<file path="src/rtl/npc_pkg.sv">
package npc_pkg;

  // Which candidate the next-PC mux forwards
  typedef enum logic [1:0] {
    NPC_SEQ    = 2'd0,
    NPC_BRANCH = 2'd1,
    NPC_JUMP   = 2'd2
  } npc_src_e;

endpackage

</file>
<file path="src/rtl/npc_rst_sync.sv">
module npc_rst_sync #(
  parameter int STAGES = 2
) (
  input  logic clk,
  input  logic rst_n,
  output logic rst_sync_n
);

  logic [STAGES-1:0] sync_q;
  logic [STAGES-1:0] sync_d;

  // Shift a one in from the bottom; the top stage drives the internal reset
  generate
    if (STAGES > 1) begin : g_chain
      always_comb sync_d = {sync_q[STAGES-2:0], 1'b1};
    end else begin : g_single
      always_comb sync_d = 1'b1;
    end
  endgenerate

  always_ff @(posedge clk or negedge rst_n) begin
    if (!rst_n) sync_q <= '0;
    else        sync_q <= sync_d;
  end

  assign rst_sync_n = sync_q[STAGES-1];

endmodule

</file>
<file path="src/rtl/npc_targets.sv">
module npc_targets #(
  parameter int ADDR_W  = 32,
  parameter int IMM_W   = 16,
  parameter int TGT_W   = 26,
  parameter int ALIGN_W = 2
) (
  input  logic [ADDR_W-1:0] cur_pc,
  input  logic [IMM_W-1:0]  offs,
  input  logic [TGT_W-1:0]  tgt,
  output logic [ADDR_W-1:0] seq_pc,
  output logic [ADDR_W-1:0] br_pc,
  output logic [ADDR_W-1:0] jmp_pc
);

  localparam int PAGE_W = ADDR_W - TGT_W - ALIGN_W;
  localparam int EXT_W  = ADDR_W - IMM_W - ALIGN_W;
  localparam logic [ADDR_W-1:0] STEP = ADDR_W'(1) << ALIGN_W;

  logic [ADDR_W-1:0] offs_bytes;

  // Sign-extend the word offset and scale it to bytes
  generate
    if (EXT_W > 0) begin : g_sext
      always_comb offs_bytes = {{EXT_W{offs[IMM_W-1]}}, offs, {ALIGN_W{1'b0}}};
    end else begin : g_trunc
      logic [IMM_W+ALIGN_W-1:0] full_bytes;
      always_comb begin
        full_bytes = {offs, {ALIGN_W{1'b0}}};
        offs_bytes = full_bytes[ADDR_W-1:0];
      end
    end
  endgenerate

  // The sequential successor, and the branch target relative to it (both wrap)
  always_comb begin
    seq_pc = cur_pc + STEP;
    br_pc  = seq_pc + offs_bytes;
  end

  // The jump keeps the region bits of the current PC, not those of the successor
  generate
    if (PAGE_W > 0) begin : g_page
      always_comb jmp_pc = {cur_pc[ADDR_W-1 -: PAGE_W], tgt, {ALIGN_W{1'b0}}};
    end else begin : g_flat
      always_comb jmp_pc = {tgt, {ALIGN_W{1'b0}}};
    end
  endgenerate

endmodule

</file>
<file path="src/rtl/npc_select.sv">
module npc_select
  import npc_pkg::*;
#(
  parameter int ADDR_W = 32
) (
  input  logic              br_sel,
  input  logic              eq,
  input  logic              jmp,
  input  logic [ADDR_W-1:0] seq_pc,
  input  logic [ADDR_W-1:0] br_pc,
  input  logic [ADDR_W-1:0] jmp_pc,
  output logic [ADDR_W-1:0] npc
);

  npc_src_e src;
  logic     br_take;

  // A branch is taken only on the AND of the control and the flag; the jump stage comes after it
  always_comb begin
    br_take = br_sel & eq;
    src     = br_take ? NPC_BRANCH : NPC_SEQ;
    if (jmp) src = NPC_JUMP;
  end

  always_comb begin
    unique case (src)
      NPC_BRANCH: npc = br_pc;
      NPC_JUMP:   npc = jmp_pc;
      default:    npc = seq_pc;
    endcase
  end

endmodule

</file>
<file path="src/rtl/npc_unit.sv">
module npc_unit #(
  parameter int ADDR_W      = 32,
  parameter int IMM_W       = 16,
  parameter int TGT_W       = 26,
  parameter int ALIGN_W     = 2,
  parameter int SYNC_STAGES = 2
) (
  input  logic              clk,
  input  logic              rst_n,
  input  logic              br_sel,
  input  logic              eq,
  input  logic              jmp,
  input  logic [IMM_W-1:0]  imm16,
  input  logic [TGT_W-1:0]  jtarget,
  output logic [ADDR_W-1:0] pc
);

  localparam int PAGE_W = ADDR_W - TGT_W - ALIGN_W;
  localparam int EXT_W  = ADDR_W - IMM_W - ALIGN_W;
  localparam logic [ADDR_W-1:0] STEP = ADDR_W'(1) << ALIGN_W;

  logic              rst_sync_n;
  logic [ADDR_W-1:0] pc_q;
  logic [ADDR_W-1:0] pc_d;
  logic [ADDR_W-1:0] seq_pc;
  logic [ADDR_W-1:0] br_pc;
  logic [ADDR_W-1:0] jmp_pc;
  logic [ADDR_W-1:0] npc;

  npc_rst_sync #(.STAGES(SYNC_STAGES)) u_rst (
    .clk        (clk),
    .rst_n      (rst_n),
    .rst_sync_n (rst_sync_n)
  );

  npc_targets #(
    .ADDR_W  (ADDR_W),
    .IMM_W   (IMM_W),
    .TGT_W   (TGT_W),
    .ALIGN_W (ALIGN_W)
  ) u_tgt (
    .cur_pc (pc_q),
    .offs   (imm16),
    .tgt    (jtarget),
    .seq_pc (seq_pc),
    .br_pc  (br_pc),
    .jmp_pc (jmp_pc)
  );

  npc_select #(.ADDR_W(ADDR_W)) u_sel (
    .br_sel (br_sel),
    .eq     (eq),
    .jmp    (jmp),
    .seq_pc (seq_pc),
    .br_pc  (br_pc),
    .jmp_pc (jmp_pc),
    .npc    (npc)
  );

  // Next-state process
  always_comb pc_d = npc;

  // Register process: asynchronous clear, synchronized release
  always_ff @(posedge clk or negedge rst_sync_n) begin
    if (!rst_sync_n) pc_q <= '0;
    else             pc_q <= pc_d;
  end

  assign pc = pc_q;

  // the PC reads zero at any edge where the reset pin is held low
  a_r1_hold_in_reset: assert property (@(posedge clk) !rst_n |-> pc == '0);

  // no branch and no jump means a plain step
  a_r2_seq_step: assert property (@(posedge clk) disable iff (!rst_sync_n)
    (!jmp && !br_sel) |=> pc == $past(pc) + STEP);

  // a taken branch adds the scaled, sign-extended offset to the successor
  a_r3_branch_taken: assert property (@(posedge clk) disable iff (!rst_sync_n)
    (br_sel && eq && !jmp) |=> pc == $past(pc) + STEP +
      {{EXT_W{$past(imm16[IMM_W-1])}}, $past(imm16), {ALIGN_W{1'b0}}});

  // without the AND of control and flag, the PC only steps
  a_r4_flag_ignored: assert property (@(posedge clk) disable iff (!rst_sync_n)
    (!jmp && !(br_sel && eq)) |=> pc == $past(pc) + STEP);

  // a jump overrides the branch and keeps the region of the previous PC
  a_r6_jump_splice: assert property (@(posedge clk) disable iff (!rst_sync_n)
    jmp |=> pc == {$past(pc[ADDR_W-1 -: PAGE_W]), $past(jtarget), {ALIGN_W{1'b0}}});

  // the PC stays word aligned
  a_r9_word_aligned: assert property (@(posedge clk) disable iff (!rst_sync_n)
    pc[ALIGN_W-1:0] == '0);

endmodule

</file>
<file path="config.mk">
export PLATFORM = sky130hd
export DESIGN_NAME = npc_unit
export DESIGN_NICKNAME = d
export VERILOG_FILES = /design/src/rtl/npc_pkg.sv /design/src/rtl/npc_rst_sync.sv /design/src/rtl/npc_targets.sv /design/src/rtl/npc_select.sv /design/src/rtl/npc_unit.sv
export SDC_FILE = /design/constraint.sdc
export NUM_CORES = 1
export LEC_CHECK = 0
export ABC_AREA = 1
export ABC_CLOCK_PERIOD_IN_PS = 2800
export BUFFER_PORTS_ARGS = -buffer_cell sky130_fd_sc_hd__buf_2
export CAP_MARGIN = 15
export CORE_ASPECT_RATIO = 0.9
export CORE_UTILIZATION = 55
export CTS_BUF_LIST = sky130_fd_sc_hd__clkbuf_16
export DETAILED_ROUTE_END_ITERATION = 7
export GPL_TIMING_DRIVEN = 1
export PLACE_DENSITY = 0.77
export RECOVER_POWER = 25
export SLEW_MARGIN = 20
export SYNTH_ARGS = -nofsm -noshare
export SYNTH_HDL_FRONTEND = slang
export SYNTH_HIERARCHICAL = 1
export SYNTH_SLANG_ARGS = --single-unit
export TNS_END_PERCENT = 20
</file>
<file path="constraint.sdc">
create_clock -name clk -period 2.8 [get_ports clk]
set_input_delay 0.42 -clock clk [delete_from_list [all_inputs] [get_ports clk]]
set_output_delay 0.42 -clock clk [all_outputs]
set_load 0.1 [all_outputs]
</file>
Word level (Yosys, flattened, before mapping) --
Cells that the tools add are included.
Storage, ports and cells: logic and storage cells 11, register bits 34
Operators by class: bitwise operators 1, equality and inequality tests 2, muxes and demuxes 3, $add $sub $neg 2
Operator list (number):
- $pmux 32 s2 | 1
- $add 32x3->32 const B | 1
- $add 32x32->32 | 1
- $eq 2x1->1 const B | 1
- $eq 2x2->1 const B | 1
- $mux 2 | 1
- $and 1x1->1 | 1
- $mux 1 | 1

Depth between registers and ports, before layout --
Gate-level depths: netlist of run 1.
depth after elaboration 5, gate-level depth with buffers 22, gate-level depth less buffers 22

Modules after synthesis --
The synthesis of run 1 kept the hierarchy.
Modules (own cells, without submodules):
- npc_targets | cells each 549, area each 2960.3 µm², instances 1
- npc_select | cells each 151, area each 1011.0 µm², instances 1
- npc_unit | cells each 32, area each 800.8 µm², instances 1
- npc_rst_sync | cells each 3, area each 53.8 µm², instances 1

Worst setup path before layout of run 1 --
OpenSTA, ideal clock, no wires.
path kind register to register, start register pc_q[2], in the netlist pc[2], end register pc_q[28], in the netlist pc[28], data arrival time 3.195 ns, clock period less this slack 3.320 ns, library setup time 0.125 ns, cell stages (with the launch flop) 20, slack -0.520 ns, cells stage by stage dfrtp_1 inv_1 nor2_4 nand2_4 nor2_8 nand2_4 nor2_4 nand2_1 xnor2_1 ha_1 a21oi_1 o21ai_0 nand2_1 nand2_1 a21oi_1 nand2_1 nand2_1 nand2_1 nand4_1 nand3_1
Between the ends: word-level cells in the longest chain between the ends 3
Ends and longest elaborated chain:
- from (decl) | line npc_unit.sv:23 | logic [ADDR_W-1:0] pc_q;
- from (signal assigned) | line npc_unit.sv:66 | else pc_q <= pc_d;
- $add 32x3->32 | line npc_targets.sv:36 | seq_pc = cur_pc + STEP;
- via seq_pc[2] | line npc_unit.sv:25 | logic [ADDR_W-1:0] seq_pc;
- $add 32x32->32 | line npc_targets.sv:37 | br_pc = seq_pc + offs_bytes;
- via br_pc[28] | line npc_unit.sv:26 | logic [ADDR_W-1:0] br_pc;
- $pmux 32 s2 | line npc_select.sv:26 | unique case (src)
- via npc[28] | line npc_unit.sv:28 | logic [ADDR_W-1:0] npc;
The timed path passes the listed nets, and every way through them passes these cells. A chain may end at the register's enable or synchronous reset.

Worst setup path in the final report of run 1 --
start register pc_q[10], in the netlist pc[10], end register pc_q[30], in the netlist pc[30]
The elaborated chain is that of the path after synthesis.

==> flow_results.org, run 1 <==
** Critical path
- Type of destination of the critical path :: flip-flop
- Length in cells of the worst reg-to-reg path :: 18
- Crit path depth :: 18
- The most numerous cell type found on the critical path is nand2_1.
- Required time at the worst-slack endpoint :: 2.95 ns
- Category of cells accounting for the largest share of critical-path delay :: simple AND/OR/NAND/NOR gates
- The endpoint identified for the worst register-to-register timing path is pc[30]$_DFF_PN0_.
- Crit. Startpoint :: pc[10]$_DFF_PN0_
- The critical path in this run is classified as flip-flop to flip-flop.
- Worst path bufs/invs :: 3
- Termination of the worst setup path :: pc[30]$_DFF_PN0_
- On the worst path, the slowest cell contributes a delay of 0.43 ns.
- The startpoint identified for the worst register-to-register timing path is pc[10]$_DFF_PN0_.
- Cell-by-cell trace of the critical path :: nand2_1 -> buf_4 -> nor2_1 -> and3_2 -> nand4_1 -> xor2_1 -> inv_1 -> ha_1 -> inv_2 -> o21bai_1 -> a21oi_1 -> nand2_1 -> a21oi_2 -> nand2_1 -> nand2_1 -> nand2_1 -> nand4_1 -> nand3_1
- Data on the critical path arrives at its endpoint at 3.25 ns.
- Setup slack on the worst reg-to-reg path comes out at -0.30 ns.
- Along the worst path, the maximum fanout reaches 4.
- Library cell contributing the largest single delay on the critical path :: dfrtp_4
- STA classifies the critical path startpoint as a flip-flop.

** Power and ir drop
- Combinational power share :: 66.2%
- Power, Total :: 4.00 mW
- Switching pwr :: 2.10 mW
- In this run the power density over the cells is 622 nW/um^2.
- The share of total power dissipated in sequential elements is 17.7%.
- Fraction of power spent switching nets :: 52.6%
- For this design the static power due to leakage is 3.33 nW.
- The clock network is responsible for 16.1% of the overall power.
- IR analysis of the VDD net gives a maximum drop of 0.418 mV.
- The internal portion of the total power is 1.90 mW.

** Synthesis
- Summing the sequential cell areas from Yosys gives 17.6% of the chip area.
- Dividing the synthesized area by the synthesized cell count gives 6.57 sq um.
- After synthesis, the largest family of logic cells by area is simple AND/OR/NAND/NOR gates.
- The synthesized design devotes to its leading area cell type 17.6% of total area.
- The synthesized netlist devotes 43.4% of its cell area to simple gates.
- After Yosys synthesis, XOR and XNOR cells account for 7.80% of the synthesized area.
- In the synthesized netlist, the number of instances is 735.
- Measured against the total synthesized area, the mux share comes to 0%.
- The number of different library cells used by synthesis comes to 36.
- Dominant cells by area after synthesis :: dfrtp_1 18%, nand2_1 17%, ha_1 8.6%
- Of all cell types, the one taking the most synthesized area is dfrtp_1.
- Synthesized-area fraction occupied by adder cells :: 8.97%
- After synthesis, the share of flip-flops with an asynchronous set or reset is 100%.
- Compound-gate portion of the synthesized area :: 5.08%
- In the synthesized netlist the dominant register cell turns out to be dfrtp_1.
- Ys Warns :: 6
- Number of flops mapped to enable cells by yosys :: 0
- Number of register bits inferred by synthesis :: 34
- Total standard cell area after synthesis :: 4830 sq um

** GRT
- Via count of the first global-routing pass :: 5217
- Maximum number of pins on one net before global-route repair :: 65
- Global routing used 35.3% of the available tracks.
- Number of antenna violations at the first check in global routing :: 0
- Wire length of the first global-routing pass :: 25.2 mm
- Summed over all layers, the global routing overflow is 0.

** Die
- Area of the die :: 9150 sq um
- 79 I/O pins were placed.
- Row count :: 32
- Core Footprint :: 8530 sq um
- Initial Utilization :: 56.6%
- Die Width :: 101 um
- DIE HEIGHT :: 90.9 um

** STA
- Worst clock skew :: 0.00562 ns
- Final Hold Fails :: 0
- In the post-route analysis, the smallest setup slack over all paths is -0.299 ns.
- Max-slew violation count :: 33
- Number of failing setup endpoints in the final timing report :: 18
- At the pin with the least slew margin, the transition time is 1.80 ns.
- Dividing the final minimum period by the clock period gives 111%.
- The routed design could run at a clock period as short as 3.10 ns.
- Based on the critical path, the design can be clocked at up to 0.323 GHz.
- Setup repair after global routing missed its margin :: yes
- Slew margin rel. :: -20.0%
- Summed negative setup slack over all endpoints :: -3.04 ns

** Layout
- Final layout net count :: 937
- Area growth, synth to finish :: 33.1%
- Diodes inserted :: 0
- Commonest non-fill, non-tap cell in the layout :: nand2_1
- Cells with a size suffix above 1 make up 39.7% of the layout.
- Share of the core filled with cells in the final layout :: 75.3%
- Commonest cells after routing, fill and taps aside :: 199 x nand2_1, 86 x buf_4, 77 x buf_2, 75 x inv_1, 70 x nand3_1

** Clocking
- Clock Tree Root :: clkbuf_16
- Counting the buffers created by CTS gives 5.
- The longest clock path from root to sink contains 2 buffers.
- After clock tree synthesis, the clock-pin slew on the worst setup and hold paths is 0.06 ns.
- Sink count of the clock tree :: 34
- The clock tree synthesis step divided the H-tree into 2 levels.
- Clock latency on the worst-skew pair :: 0.29 ns
- TritonCTS clock tree :: yes

** Route
- In the routed layout, each cell is associated on average with a via count of 5.79.
- Across all layers, the routed design uses 5647 vias.
- The pre-antenna-repair detailed-routing pass consisted of 5 iterations.
- After detailed routing, the total wire length is 17.1 mm.
- Antenna viol nets, final :: 0
- DRC violation count after routing :: 0
- After the first detailed-routing iteration, the DRC count stood at 682.
- In the final routed layout, each cell accounts on average for 17.5 um.

** Placement
- Routability congestion estimate :: 1.01
- HPWL Detailed :: 11.9 mm
- In this run the tool buffered the top-level ports with 78 buffer cells.

** Worst hold path
- The path class of the tightest hold or removal check is primary input to flip-flop.
- The worst hold path passes through 3 cells.

** Job
- Max Cap Viol :: 1

** Run status
- Failing checks :: max-capacitance violations, max-slew violations, negative setup slack
- The run finished, with violations left.
stage by stage:
stage | hold slack [ns] | cell area (sq um) | instances | setup WS [ns]
global placement | 0.204 | 5590 | 954 | -0.104
detailed placement | 0.206 | 5590 | 954 | -0.135
global route | 0.359 | 6420 | 976 | -0.512
floorplan | 0.124 | 4960 | 736 | -0.00191
CTS | 0.295 | 6090 | 964 | -0.0324
finish | 0.349 | 6420 | 976 | -0.299
registers in the layout, summed over array words and instances (netlist names):
| signal | flops |
|---|---|
| u_rst/sync_q | 2 |
| pc | 32 |
synth_stat cells, types with 3 or more instances:
cell type and instances:
nand2_1 219, inv_1 82, nand3_1 72, nor2_1 55, nand4_1 42, buf_4 41, dfrtp_1 34, ha_1 33
a21oi_1 31, xor2_1 30, nand3_2 23, xnor2_1 13, o21ai_0 9, buf_6 7, nor2_2 6, nor3_1 5
buf_2 3, buf_8 3, nand2_2 3, o21bai_1 3
worst min path at each step:
stage / slack [ns] / startpoint / to
CTS: 0.29 / u_rst/sync_q[1]$_DFF_PN0_ / pc[7]$_DFF_PN0_
global placement: 0.20 / rst_n / u_rst/sync_q[0]$_DFF_PN0_
finish: 0.35 / jtarget[3] / pc[5]$_DFF_PN0_
detailed placement: 0.21 / rst_n / u_rst/sync_q[0]$_DFF_PN0_
floorplan: 0.12 / rst_n / u_rst/sync_q[0]$_DFF_PN0_
global route: 0.36 / jtarget[6] / pc[8]$_DFF_PN0_
area by class of cell:
class | count | area (sq um)
Tap cell | 119 | 149
Timing Repair Buffer | 170 | 1090
Clock buffer | 5 | 125
Multi-Input combinational cell | 562 | 3770
Clock inverter | 3 | 45.0
Sequential cell | 34 | 917
Inverter | 83 | 324
Fill cell | 617 | 2100
power by group through the flow:
stage	Clock [mW]	Sequential [mW]	Combinational, mW
floorplan	0	1.28	1.10
detailed placement	0	0.699	2.29
global placement	0	0.695	2.25
finish	0.644	0.707	2.65
CTS	0.638	0.694	2.43
global route	0.671	0.715	2.80
per-layer routing:
| metal | vias up | GRT usage (%) | share of wire [%] | wire length (um) |
|---|---|---|---|---|
| met4 | 0 | 8.45 | 2.6 | 452 |
| met1 | 2662 | 49.1 | 41 | 7030 |
| met2 | 347 | 57.8 | 46 | 7920 |
| li1 | 2584 | - | - | - |
| met5 | - | 0 | 0 | 0 |
| met3 | 54 | 4.49 | 9.7 | 1660 |
worst register-to-register path: stages (launching register included):
cell,delay [ns]
dfrtp_4,0.43
nand2_1,0.09
buf_4,0.14
nor2_1,0.25
and3_2,0.28
nand4_1,0.12
xor2_1,0.16
inv_1,0.09
ha_1,0.36
inv_2,0.11
o21bai_1,0.12
a21oi_1,0.15
nand2_1,0.09
a21oi_2,0.19
nand2_1,0.08
nand2_1,0.06
nand2_1,0.06
nand4_1,0.10
nand3_1,0.10
logic make-up (layout without fill, tap and decap cells):
family,count (synthesis),in the layout
xor+xnor,43,43
compound gates,46,46
simple gates,436,436
fa+ha+maj,34,34
buf+inv,140,261
other cells,2,3
flops,34,34
repair_timing:
item,CTS,global route
endpoints found under the setup margin,15,20
endpoints found under the hold margin,2,0
gates resized for setup,63,57
pin swaps,9,37
cloned,0,0
hold buffers,1,0
setup buffers,1,12
(Power assumes the default switching activity.)
==> run 2, diff against run 1 <==
--- a/config.mk
+++ b/config.mk
@@ -14,11 +14,10 @@
 export CTS_BUF_LIST = sky130_fd_sc_hd__clkbuf_16
 export DETAILED_ROUTE_END_ITERATION = 7
 export GPL_TIMING_DRIVEN = 1
-export PLACE_DENSITY = 0.77
+export PLACE_DENSITY = 0.78
 export RECOVER_POWER = 25
 export SLEW_MARGIN = 20
 export SYNTH_ARGS = -nofsm -noshare
 export SYNTH_HDL_FRONTEND = slang
-export SYNTH_HIERARCHICAL = 1
 export SYNTH_SLANG_ARGS = --single-unit
 export TNS_END_PERCENT = 20
==> run 2 against run 1 <==
  * The run ends with negative setup slack left
  * Critical path depth unchanged
  * Core utilization is 3.3 points higher
  * Clock-buffer cell count did not move
  * Area after synthesis shrank 8.2%
  * Non-clock buffer count shrank 42
  * Largest power group unchanged
  * Fmax rose by 3.8%
  * Clock skew about the same
  * Largest cell class unchanged
  * Total power is 15% lower
  * Critical path type unchanged
  * Highest routed layer unchanged
  * Routed wire length shrank 3.3%
==> flow_results.org, run 2 <==
** Job
- The number of maximum-capacitance violations came to 0 (-1).

** Synthesis
- Number of register bits inferred by synthesis :: 32 (-5.9%)
- Total standard cell area after synthesis :: 4430 sq um (-8.2%)
- Sequential cell area fraction in the yosys report :: 18.1% (+0.44 points)
- Ys Warns :: 0 (-6)
- The commonest cells after synthesis are 294 x nand2_1, 130 x inv_1, 79 x nand3_1.
- The async set-reset flop share out of synthesis is 100% (unchanged).
- Among all cell types in the netlist, the one instantiated most often is nand2_1.
- The synthesized area divided by synthesized cell count is 5.64 sq um (-14%).
- Among all flip-flop cells after synthesis, the most frequent one is dfrtp_1.
- By area the synthesized netlist is led by nand2_1 25%, dfrtp_1 18%, inv_1 11%.
- The instance count of the mapped netlist was 786 (+6.9%).
- Number of flops mapped to enable cells by yosys :: 0 (unchanged)
- The distinct cell type count of the synthesized netlist came to 37 (+2.8%).
- The area share of the largest cell type after synthesis came to 24.9% (+7.3 points).
- nand2_1 takes more of the synthesized area than any other cell.

** STA
- The slew at the pin closest to its max-slew limit was 0.752 ns (-1.05 ns).
- The part of the cycle the worst path needs was 107% (-4.1 points).
- Final Hold Fails :: 0 (unchanged)
- Setup repair after global routing could not meet its margin everywhere.
- Max Freq :: 0.335 GHz (+3.8%)
- Post-layout minimum cycle time :: 2.98 ns (-0.115 ns)
- Worst clock skew :: 0.00607 ns (+0.000456 ns)
- Max-slew violation count :: 0 (-100%)
- The final worst setup slack is -0.184 ns (+0.115 ns).
- Slew margin rel. :: 49.8% (+70 points)
- Number of failing setup endpoints in the final timing report :: 15 (-3)

** Power and ir drop
- Part of the power in the clock network :: 15.5% (-0.6 points)
- Fraction of power spent switching nets :: 55.1% (+2.5 points)
- Internal power summed over all cells :: 1.52 mW (-20%)
- Combinational power share :: 64.7% (-1.5 points)
- The worst supply voltage drop on vdd was 0.257 mV (-39%).
- Leakage :: 3.28 nW (-1.3%)
- Total power per unit cell area :: 562 nW/um^2 (-9.8%)
- Sequential share of power :: 19.8% (+2.1 points)
- The net load switching power came to 1.86 mW (-12%).

** GRT
- Number of antenna violations at the first check in global routing :: 0 (unchanged)
- GRT Total Usage :: 37.5% (+2.2 points)
- Remaining global-route overflow :: 0 (unchanged)
- Via count of the first global-routing pass :: 5089 (-2.5%)
- Maximum number of pins on one net before global-route repair :: 30 (-54%)
- Wire length of the first global-routing pass :: 25.0 mm (-0.90%)

** Critical path
- Counting stages on the worst path, the most repeated cell is nand2_1.
- The maximum fanout along the worst path was 5 (+1).
- Required time at the worst-slack endpoint :: 2.96 ns (about the same)
- The largest stage delay on the critical path was 0.42 ns (about the same).
- Type of destination of the critical path :: flip-flop
- Crit path kind :: flip-flop to flip-flop
- Worst path bufs/invs :: 2 (-1)
- The worst-case reg-to-reg path depth was 18 (unchanged).
- Worst endpoint data arrival time :: 3.14 ns (-0.11 ns)
- On the critical path the largest part of the delay comes from simple AND/OR/NAND/NOR gates.
- For this design, the slowest cell found on the critical path is dfrtp_2.
- Traced cell by cell, the critical path runs through nand2_1 -> nor2_1 -> nand4_1 -> nor2_1 -> or2_2 -> nand2_2 -> inv_1 -> ha_4 -> nand2_2 -> inv_1 -> nand2_1 -> nand2_1 -> a21oi_2 -> nand2_4 -> nand2_1 -> nand3b_1 -> nand3_1 -> nand2_1.
- The number of cells on the critical path was 18 (unchanged).
- Startpoint type of the worst setup path :: flip-flop

** Die
- DIE HEIGHT :: 87.2 um (-4.1%)
- The I/O pin count was 79 (unchanged).
- The die area is 8420 sq um (-8.0%).
- The core region area came to 7660 sq um (-10%).
- Die Width :: 96.6 um (-4.1%)
- Initial Utilization :: 57.9% (+1.3 points)
- The site row count came to 30 (-6.3%).

** Route
- Total via count after detailed routing :: 5688 (+0.73%)
- Total Routed Length :: 16.5 mm (-3.3%)
- The final routed wire length divided by cell count was 16.3 um (-6.5%).
- Antenna viol nets, final :: 0 (unchanged)
- Router iterations before antenna repair :: 6 (+1)
- The routed via count divided by cell count was 5.63 (-2.7%).
- The number of design-rule violations left by the first detailed-router iteration is 574 (-16%).
- The residual DRC count was 0 (unchanged).

** Layout
- Leaving out fill and tap cells, the most frequent cells in the layout are 263 x nand2_1, 126 x inv_1, 75 x buf_2, 66 x nand3_1, 49 x buf_4.
- Max FFs per register :: 30 (-6.3%)
- Cell Count, Final, Fillers Out :: 1010 (+3.5%)
- Layout cell share with drive strength beyond 1 :: 31.8% (-7.8 points)
- Leaving out fill and tap cells, the most frequent cell in the layout is nand2_1.
- Diodes inserted :: 0 (unchanged)
- The layout net count came to 992 (+5.9%).
- Area growth, synth to finish :: 35.8%

** Clocking
- The clock insertion delay at the later pin of the skew report came to 0.28 ns (about the same).
- TritonCTS clock tree :: yes
- The tree is rooted in a clkbuf_16.
- The clock-pin slew reported for the worst setup and hold paths after clock tree synthesis came to 0.06 ns (about the same).
- Total CTS buffers :: 5 (unchanged)
- The number of levels in the clock H-tree was 2 (unchanged).
- Longest Clk Path Bufs :: 2 (unchanged)
- The count of clock tree sinks is 32 (-5.9%).

** Placement
- # placed instances :: 994 (+4.2%)
- HPWL Detailed :: 12.5 mm (+4.8%)
- Routability congestion estimate :: 1.08 (+7.5%)
- The count of input and output buffers is 76 (-2.6%).
- Worst slack, placed :: -0.195 ns (-0.0598 ns)

** Run status
- The checks that failed: negative setup slack.
- The flow ran to the end, but the final reports show violations.

** Worst hold path
- The path class of the tightest hold or removal check is flip-flop to asynchronous set/reset pin.
run 2: stage by stage:
step | area, sq um | hold WS [ns] | utilization (%) | power [mW] | setup TNS (ns)
finish | 6020 | 0.307 | 78.6 | 3.38 | -1.22
global route | 6020 | 0.349 | 78.6 | 3.57 | -3.90
CTS | 5650 | 0.326 | 73.8 | 3.17 | -0.0342
detailed placement | 5310 | 0.206 | 69.3 | 2.58 | -1.06
global placement | 5310 | 0.204 | 69.3 | 2.54 | -0.277
floorplan | 4510 | 0.124 | - | 2.06 | 0
run 2: worst paths after layout:
check / slack [ns] / start / end
setup / recovery: -0.18 / pc[12]$_DFF_PN0_ / pc[23]$_DFF_PN0_
hold / removal: 0.31 / u_rst.sync_q[1]$_DFF_PN0_ / pc[5]$_DFF_PN0_
setup reg to reg: -0.18 / pc[12]$_DFF_PN0_ / pc[23]$_DFF_PN0_
hold reg to reg: 0.31 / u_rst.sync_q[1]$_DFF_PN0_ / pc[5]$_DFF_PN0_
max in group asynchronous: 1.76 / u_rst.sync_q[1]$_DFF_PN0_ / pc[20]$_DFF_PN0_
min in group clk: 0.36 / u_rst.sync_q[0]$_DFF_PN0_ / u_rst.sync_q[1]$_DFF_PN0_
run 2: layout make-up:
| type | count | area, sq um |
|---|---|---|
| Tap cell | 96 | 120 |
| Clock buffer | 5 | 125 |
| Sequential cell | 32 | 837 |
| Multi-Input combinational cell | 613 | 3640 |
| Timing Repair Buffer | 128 | 788 |
| Fill cell | 567 | 1640 |
| Clock inverter | 3 | 12.5 |
| Inverter | 133 | 499 |
run 2: cells by family after synthesis:
| family | share of synthesized area, % |
|---|---|
| buf+inv | 12.3 |
| fa+ha+maj | 9.20 |
| compound gates | 8.81 |
| simple gates | 48.8 |
| flops | 18.1 |
| other cells | 0.169 |
| xor+xnor | 2.74 |
run 2: repair_timing:
action / in CTS / in global routing
cloned: 0 / 0
endpoints found under the hold margin: 2 / 0
pin swaps: 8 / 35
hold buffers: 1 / 0
setup buffers: 1 / 6
resized for setup: 38 / 81
endpoints found under the setup margin: 12 / 22
run 2: worst register-to-register path, cell delays in order, from the launching register on:
cell,delay [ns]
dfrtp_2,0.42
nand2_1,0.13
nor2_1,0.23
nand4_1,0.12
nor2_1,0.34
or2_2,0.20
nand2_2,0.07
inv_1,0.09
ha_4,0.22
nand2_2,0.12
inv_1,0.05
nand2_1,0.06
nand2_1,0.10
a21oi_2,0.19
nand2_4,0.11
nand2_1,0.10
nand3b_1,0.08
nand3_1,0.15
nand2_1,0.09
run 2: power by group through the flow:
stage	combinational, mW	sequential (mW)	clock, mW
3_3_place_gp	1.88	0.658	0
4_1_cts	1.99	0.658	0.523
5_1_grt	2.34	0.680	0.548
6_report	2.19	0.670	0.523
2_1_floorplan	0.909	1.15	0
3_5_place_dp	1.91	0.663	0
run 2: per-layer routing:
| layer | track usage [%] | routed length (um) | part of all wire, % |
|---|---|---|---|
| met3 | 4.74 | 1820 | 11 |
| met2 | 58.8 | 7280 | 44 |
| met5 | 0 | 0 | 0 |
| met1 | 53.2 | 6870 | 42 |
| met4 | 13.3 | 540 | 3.3 |
